<file path="config.mk">
export PLATFORM = sky130hd
export DESIGN_NAME = acia_regs_top
export DESIGN_NICKNAME = d
export VERILOG_FILES = /design/src/rtl/acia_pkg.sv /design/src/rtl/acia_bus_decode.sv /design/src/rtl/acia_ctrl_reg.sv /design/src/rtl/acia_data_path.sv /design/src/rtl/acia_irq_gen.sv /design/src/rtl/acia_regs_top.sv
export SDC_FILE = /design/constraint.sdc
export NUM_CORES = 1
export LEC_CHECK = 0
export BUFFER_PORTS_ARGS = -buffer_cell sky130_fd_sc_hd__buf_2
export CAP_MARGIN = 0
export CORE_UTILIZATION = 48
export CTS_CLUSTER_DIAMETER = 60
export CTS_CLUSTER_SIZE = 12
export DETAILED_ROUTE_END_ITERATION = 8
export PLACE_DENSITY_LB_ADDON = 0.12
export SLEW_MARGIN = 5
export SYNTH_ARGS = -nofsm -noshare
export SYNTH_HDL_FRONTEND = slang
export SYNTH_SLANG_ARGS = --single-unit
</file>
<file path="constraint.sdc">
create_clock -name clk -period 2.2 [get_ports clk]
set_input_delay 0.33 -clock clk [delete_from_list [all_inputs] [get_ports clk]]
set_output_delay 0.33 -clock clk [all_outputs]
set_load 0.005 [all_outputs]
</file>
<file path="src/rtl/acia_pkg.sv">
package acia_pkg;

    localparam int DATA_W = 8;

    // control fields the block acts on; bits 4:2 carry no function
    typedef struct packed {
        logic       rx_ie;    // bit 7
        logic       rts_off;  // bit 6
        logic       tx_ie;    // bit 5
        logic [1:0] mode;     // bits 1:0
    } ctrl_t;

    localparam logic [1:0] MODE_MRESET = 2'b11;

    localparam int ST_RXF = 0;
    localparam int ST_TXE = 1;
    localparam int ST_IRQ = 7;

    localparam logic [DATA_W-1:0] BUS_IDLE = '1;

    function automatic ctrl_t ctrl_from_byte(input logic [DATA_W-1:0] b);
        ctrl_t c;
        c.rx_ie   = b[7];
        c.rts_off = b[6];
        c.tx_ie   = b[5];
        c.mode    = b[1:0];
        return c;
    endfunction

endpackage

</file>
<file path="src/rtl/acia_bus_decode.sv">
module acia_bus_decode #(
    parameter int          AW        = 8,
    parameter logic [7:0]  SEL_MASK  = 8'hC0,
    parameter logic [7:0]  SEL_MATCH = 8'h80,
    parameter int          RS_BIT    = 0
) (
    input  logic          clk,
    input  logic          rst_n,
    input  logic          iorq_n,
    input  logic          m1_n,
    input  logic          rd_n,
    input  logic          wr_n,
    input  logic [AW-1:0] addr,
    output logic          rd_sel,
    output logic          reg_sel,
    output logic          wr_ctrl_stb,
    output logic          wr_data_stb,
    output logic          rd_data_done
);

    typedef struct packed {
        logic wr_act;
        logic rd_data_act;
    } dec_state_t;

    dec_state_t st_q, st_d;

    logic sel;
    logic wr_now;
    logic rd_data_now;
    logic wr_stb;

    always_comb begin
        sel         = !iorq_n && m1_n &&
                      ((addr & AW'(SEL_MASK)) == AW'(SEL_MATCH));
        reg_sel     = addr[RS_BIT];
        rd_sel      = sel && !rd_n;
        wr_now      = sel && !wr_n;
        rd_data_now = rd_sel && reg_sel;
        wr_stb      = wr_now && !st_q.wr_act;
        wr_ctrl_stb = wr_stb && !reg_sel;
        wr_data_stb = wr_stb && reg_sel;
        // a data read takes effect when its cycle ends
        rd_data_done = st_q.rd_data_act && !rd_data_now;

        st_d             = st_q;
        st_d.wr_act      = wr_now;
        st_d.rd_data_act = rd_data_now;
    end

    always_ff @(posedge clk or negedge rst_n) begin
        if (!rst_n) begin
            st_q <= '0;
        end else begin
            st_q <= st_d;
        end
    end

endmodule

</file>
<file path="src/rtl/acia_ctrl_reg.sv">
module acia_ctrl_reg
    import acia_pkg::*;
(
    input  logic              clk,
    input  logic              rst_n,
    input  logic              wr_stb,
    input  logic [DATA_W-1:0] din,
    output ctrl_t             ctrl,
    output logic              mreset
);

    ctrl_t ctrl_q, ctrl_d;

    always_comb begin
        ctrl_d = ctrl_q;
        if (wr_stb) begin
            ctrl_d = ctrl_from_byte(din);
        end
    end

    always_ff @(posedge clk or negedge rst_n) begin
        if (!rst_n) begin
            ctrl_q         <= '0;
            ctrl_q.mode    <= MODE_MRESET;
        end else begin
            ctrl_q <= ctrl_d;
        end
    end

    assign ctrl   = ctrl_q;
    assign mreset = (ctrl_q.mode == MODE_MRESET);

endmodule

</file>
<file path="src/rtl/acia_data_path.sv">
module acia_data_path
    import acia_pkg::*;
(
    input  logic              clk,
    input  logic              rst_n,
    input  logic              mreset,
    input  logic              rts_off,
    input  logic              wr_data_stb,
    input  logic [DATA_W-1:0] din,
    input  logic              rd_data_done,
    input  logic              rx_valid,
    input  logic [DATA_W-1:0] rx_data,
    input  logic              tx_ready,
    output logic              rx_full,
    output logic              tx_full,
    output logic [DATA_W-1:0] rx_hold,
    output logic [DATA_W-1:0] tx_hold,
    output logic              rx_busy
);

    typedef struct packed {
        logic              rx_full;
        logic              tx_full;
        logic [DATA_W-1:0] rx_hold;
        logic [DATA_W-1:0] tx_hold;
    } dp_state_t;

    dp_state_t st_q, st_d;
    logic      busy;

    always_comb begin
        busy = mreset || rts_off || st_q.rx_full;
        st_d = st_q;
        if (mreset) begin
            st_d.rx_full = 1'b0;
            st_d.tx_full = 1'b0;
        end else begin
            if (st_q.tx_full && tx_ready) begin
                st_d.tx_full = 1'b0;
            end
            if (wr_data_stb) begin
                st_d.tx_full = 1'b1;
                st_d.tx_hold = din;
            end
            if (rd_data_done) begin
                st_d.rx_full = 1'b0;
            end
            if (rx_valid && !busy) begin
                st_d.rx_full = 1'b1;
                st_d.rx_hold = rx_data;
            end
        end
    end

    always_ff @(posedge clk or negedge rst_n) begin
        if (!rst_n) begin
            st_q <= '0;
        end else begin
            st_q <= st_d;
        end
    end

    assign rx_full = st_q.rx_full;
    assign tx_full = st_q.tx_full;
    assign rx_hold = st_q.rx_hold;
    assign tx_hold = st_q.tx_hold;
    assign rx_busy = busy;

endmodule

</file>
<file path="src/rtl/acia_irq_gen.sv">
module acia_irq_gen
    import acia_pkg::*;
(
    input  ctrl_t ctrl,
    input  logic  mreset,
    input  logic  rx_full,
    input  logic  tx_full,
    output logic  irq_req
);

    logic rx_cause;
    logic tx_cause;

    always_comb begin
        rx_cause = ctrl.rx_ie && rx_full;
        tx_cause = ctrl.tx_ie && !tx_full;
        irq_req  = !mreset && (rx_cause || tx_cause);
    end

endmodule

</file>
<file path="src/rtl/acia_regs_top.sv">
module acia_regs_top
    import acia_pkg::*;
#(
    parameter int         AW        = 8,
    parameter logic [7:0] SEL_MASK  = 8'hC0,
    parameter logic [7:0] SEL_MATCH = 8'h80
) (
    input  logic              clk,
    input  logic              rst_n,
    input  logic              iorq_n,
    input  logic              m1_n,
    input  logic              rd_n,
    input  logic              wr_n,
    input  logic [AW-1:0]     addr,
    input  logic [DATA_W-1:0] din,
    output logic [DATA_W-1:0] dout,
    output logic              dout_en,
    output logic              irq_n,
    output logic              rts_n,
    input  logic              rx_valid,
    input  logic [DATA_W-1:0] rx_data,
    output logic              rx_busy,
    output logic              tx_valid,
    output logic [DATA_W-1:0] tx_data,
    input  logic              tx_ready
);

    logic              rd_sel;
    logic              reg_sel;
    logic              wr_ctrl_stb;
    logic              wr_data_stb;
    logic              rd_data_done;
    ctrl_t             ctrl;
    logic              mreset;
    logic              rx_full;
    logic              tx_full;
    logic [DATA_W-1:0] rx_hold;
    logic [DATA_W-1:0] tx_hold;
    logic              irq_req;
    logic [DATA_W-1:0] status;

    acia_bus_decode #(
        .AW        (AW),
        .SEL_MASK  (SEL_MASK),
        .SEL_MATCH (SEL_MATCH),
        .RS_BIT    (0)
    ) i_dec (
        .clk          (clk),
        .rst_n        (rst_n),
        .iorq_n       (iorq_n),
        .m1_n         (m1_n),
        .rd_n         (rd_n),
        .wr_n         (wr_n),
        .addr         (addr),
        .rd_sel       (rd_sel),
        .reg_sel      (reg_sel),
        .wr_ctrl_stb  (wr_ctrl_stb),
        .wr_data_stb  (wr_data_stb),
        .rd_data_done (rd_data_done)
    );

    acia_ctrl_reg i_ctrl (
        .clk    (clk),
        .rst_n  (rst_n),
        .wr_stb (wr_ctrl_stb),
        .din    (din),
        .ctrl   (ctrl),
        .mreset (mreset)
    );

    acia_data_path i_dp (
        .clk          (clk),
        .rst_n        (rst_n),
        .mreset       (mreset),
        .rts_off      (ctrl.rts_off),
        .wr_data_stb  (wr_data_stb),
        .din          (din),
        .rd_data_done (rd_data_done),
        .rx_valid     (rx_valid),
        .rx_data      (rx_data),
        .tx_ready     (tx_ready),
        .rx_full      (rx_full),
        .tx_full      (tx_full),
        .rx_hold      (rx_hold),
        .tx_hold      (tx_hold),
        .rx_busy      (rx_busy)
    );

    acia_irq_gen i_irq (
        .ctrl    (ctrl),
        .mreset  (mreset),
        .rx_full (rx_full),
        .tx_full (tx_full),
        .irq_req (irq_req)
    );

    always_comb begin
        status         = '0;
        status[ST_RXF] = rx_full;
        status[ST_TXE] = !tx_full;
        status[ST_IRQ] = irq_req;

        dout    = BUS_IDLE;
        dout_en = rd_sel;
        if (rd_sel) begin
            dout = reg_sel ? rx_hold : status;
        end
    end

    assign irq_n    = !irq_req;
    assign rts_n    = ctrl.rts_off;
    assign tx_valid = tx_full;
    assign tx_data  = tx_hold;

endmodule

</file>
==> impl_metrics.ini <==
[outcome]
status = completed

[setup_path]
critPathRequiredTime_ps = 1870
r2r-end = i_dp.rx_hold[2]
worstSetupEndpointType = output port
path_class = register to output port
cp.arrival_ps = 1460
setup.worst_path.start_class = register
cp-startpoint = i_ctrl.ctrl[1]
r2r_setup_slack_ps = 770
critPathMaxFanout = 5
r2r_start = i_ctrl.ctrl[1]
rr_worst_depth = 3

[place]
port_buffers = 47
placed_area_um2 = 1398
place.gp.congestion = 0.6986
place_hpwl_um = 1619

[yosys]
synth_top_family_by_area = multiplexers
ys_types = 23
synth_compound_area_frac = 0.03872
synth-seq-cells = 25
synth_nets = 117
synthSimpleGateAreaFrac = 0.1814
synth_area_um2 = 1131
yosys_warnings = 0
syn_avg_cell_area_um2 = 13.31
syn_inst = 85
synth_fa_ha_area_frac = 0
seq_area_frac_synth = 0.5553
synth.area.mux_share = 0.2179
synthXorXnorAreaFrac = 0

[cells_and_area]
fin_area_um2 = 1434
nFillCells = 196
seqCellArea_um2 = 628.1
multi_input_area_um2 = 495.5
antenna_cells = 0
fin_util = 0.6482
drive_above_1_share = 0.5735
final_nets = 169
areaGrowthSynthToFinish_pct = 26.77

[timing]
rsz0062_at_grt = false
fin_skew_ps = 7.788
relSlewSlack = 0.6392
drv_slew = 0
setup_violations = 0
hold_violations = 0
min_period_over_period = 0.8150
tightest_slew_ps = 541.2
period_needed_ps = 1793
tns_ps = 0
fmax_mhz = 557.8

[min_path]
hold_class = input port to register
holdPathStages = 2
holdPathEnd = i_dec.st_q[0]
min_from = rd_n

[floorplan]
die_h_um = 50.55
initial_utilization = 0.5113
die-area_um2 = 2555
die_w_um = 50.55
num_rows = 17
core_area_um2 = 2212
io_pins = 53

[clock_network]
cts_buffers = 3
cts.sinks = 25
clock_path_buffers = 2
clk_pin_slew_ps = 130
ctsResizeCount = 0
clk_latency_ps = 310
cts_tree = yes
root_buffer = clkbuf_4
htree_levels = 1

[drt]
first_pass_iters = 4
drc = 0
routed_wl_um = 2061
via_count = 843
wl_per_cell_um = 12.57
drt_iter0_drc = 5
ant_nets = 0
viasPerCell = 5.140

[power_and_ir_drop]
p_leak_nw = 0.6848
power_w = 0.001166
irDropWorstVdd_uv = 632.7
powerDensity_nw_per_um2 = 813.4

[grt]
track_usage = 0.1851
grt_start_max_net_pins = 26
overflow = 0
grt_pass1_vias = 832
grt_antenna_before_repair = 0
grt_pass1_wl_um = 3443

[job]
max_cap_violations = 0
==> registers in the layout, indices dropped and copies added, names as in the netlist <==
register,count
i_dec.st_q,2
i_dp.tx_full,1
i_dp.rx_hold,8
i_dp.tx_hold,8
i_dp.rx_full,1
i_ctrl.ctrl,5
==> power breakdown <==
part | internal [W] | switching [W] | total [W] | leakage [nW]
Combinational | 0.000181 | 0.000126 | 0.000307 | 0.361
Clock | 0.0000706 | 0.000126 | 0.000196 | 0.0150
Sequential | 0.000594 | 0.0000682 | 0.000663 | 0.309
Total | 0.000847 | 0.000320 | 0.00117 | 0.685
==> layer usage <==
layer / track usage / vias to the layer above / routed length, um
li1: - / 403 / -
met1: 0.2191 / 409 / 893
met2: 0.3222 / 27 / 1037
met3: 0.03636 / 4 / 99
met4: 0.08333 / 0 / 31
met5: 0 / - / 0
==> critical path, cell delays in order, from the launching register on <==
cell and delay, ps:
dfstp_2 560, nand2_1 160, o21ai_0 180, o211ai_1 110, buf_2 150
==> final cells by class <==
cell class	count	share of cell area
clock buffers	4	0.01832
repair buffers	48	0.1710
multi-input cells	58	0.3455
flip-flops and latches	25	0.4380
inverters	1	0.002618
well taps	28	0.02443
==> kinds of logic after synthesis <==
logic type | after synthesis
multiplexers | 22
AND/OR/NAND/NOR | 29
buffers and inverters | 2
AO/OA/AOI/OAI | 7
flip-flops | 25
==> what timing repair did <==
action | 4_1_cts | 5_1_grt
hold endpoints to repair | 2 | 0
buffers inserted | 0 | 0
hold buffers | 1 | 0
setup endpoints to repair | 0 | 0
==> synthesized netlist by cell type <==
cell type	instances	share of area
nand2_1	16	0.053
a21oi_1	2	0.0088
nor2_2	1	0.0055
and2_1	1	0.0055
dfstp_2	2	0.046
inv_1	1	0.0033
dfrtp_1	23	0.51
nor2b_1	2	0.011
o31a_1	1	0.0077
nor3b_4	1	0.017
nand3_2	1	0.0088
and4bb_2	1	0.011
mux2i_1	1	0.0088
mux2_2	19	0.19
nand4bb_4	1	0.024
nand3_4	1	0.015
nor2_1	2	0.0066
nor4_4	1	0.019
o21ai_0	2	0.0088
nor3_1	1	0.0044
o211ai_1	2	0.013
clkbuf_1	1	0.0033
mux2_1	2	0.020
==> per-stage QoR <==
| step | hold slack (ps) | worst slack, ps | cells |
|---|---|---|---|
| floorplan | 34.41 | 867.7 | 85 |
| global placement | 347.9 | 580.7 | 159 |
| detailed placement | 342.5 | 534.1 | 159 |
| CTS | 203.0 | 376.9 | 164 |
| global route | 187.0 | 289.7 | 164 |
| finish | 201.9 | 407.1 | 164 |
==> how the worst max path moves through the flow <==
| stage | endpoint | cells past startpoint | slack, ps |
|---|---|---|---|
| after floorplan | i_ctrl.ctrl[2] | 3 | 870 |
| after global placement | dout[7] | 5 | 580 |
| after detailed placement | dout[1] | 5 | 530 |
| after CTS | dout[7] | 4 | 380 |
| after global routing | dout[7] | 4 | 290 |
| final | dout[7] | 4 | 410 |
==> cells in the final DEF, fill, tap and decap left out, types with 2 or more instances in the layout <==
cell type,instances
dfrtp_1,23
o211ai_1,2
o21ai_0,2
mux2_1,2
a21oi_1,2
nor2b_1,2
nand2_1,16
buf_2,47
clkbuf_4,3
nor2_1,2
dfstp_2,2
mux2_2,19
No activity file was read; power rests on OpenSTA's default activity.
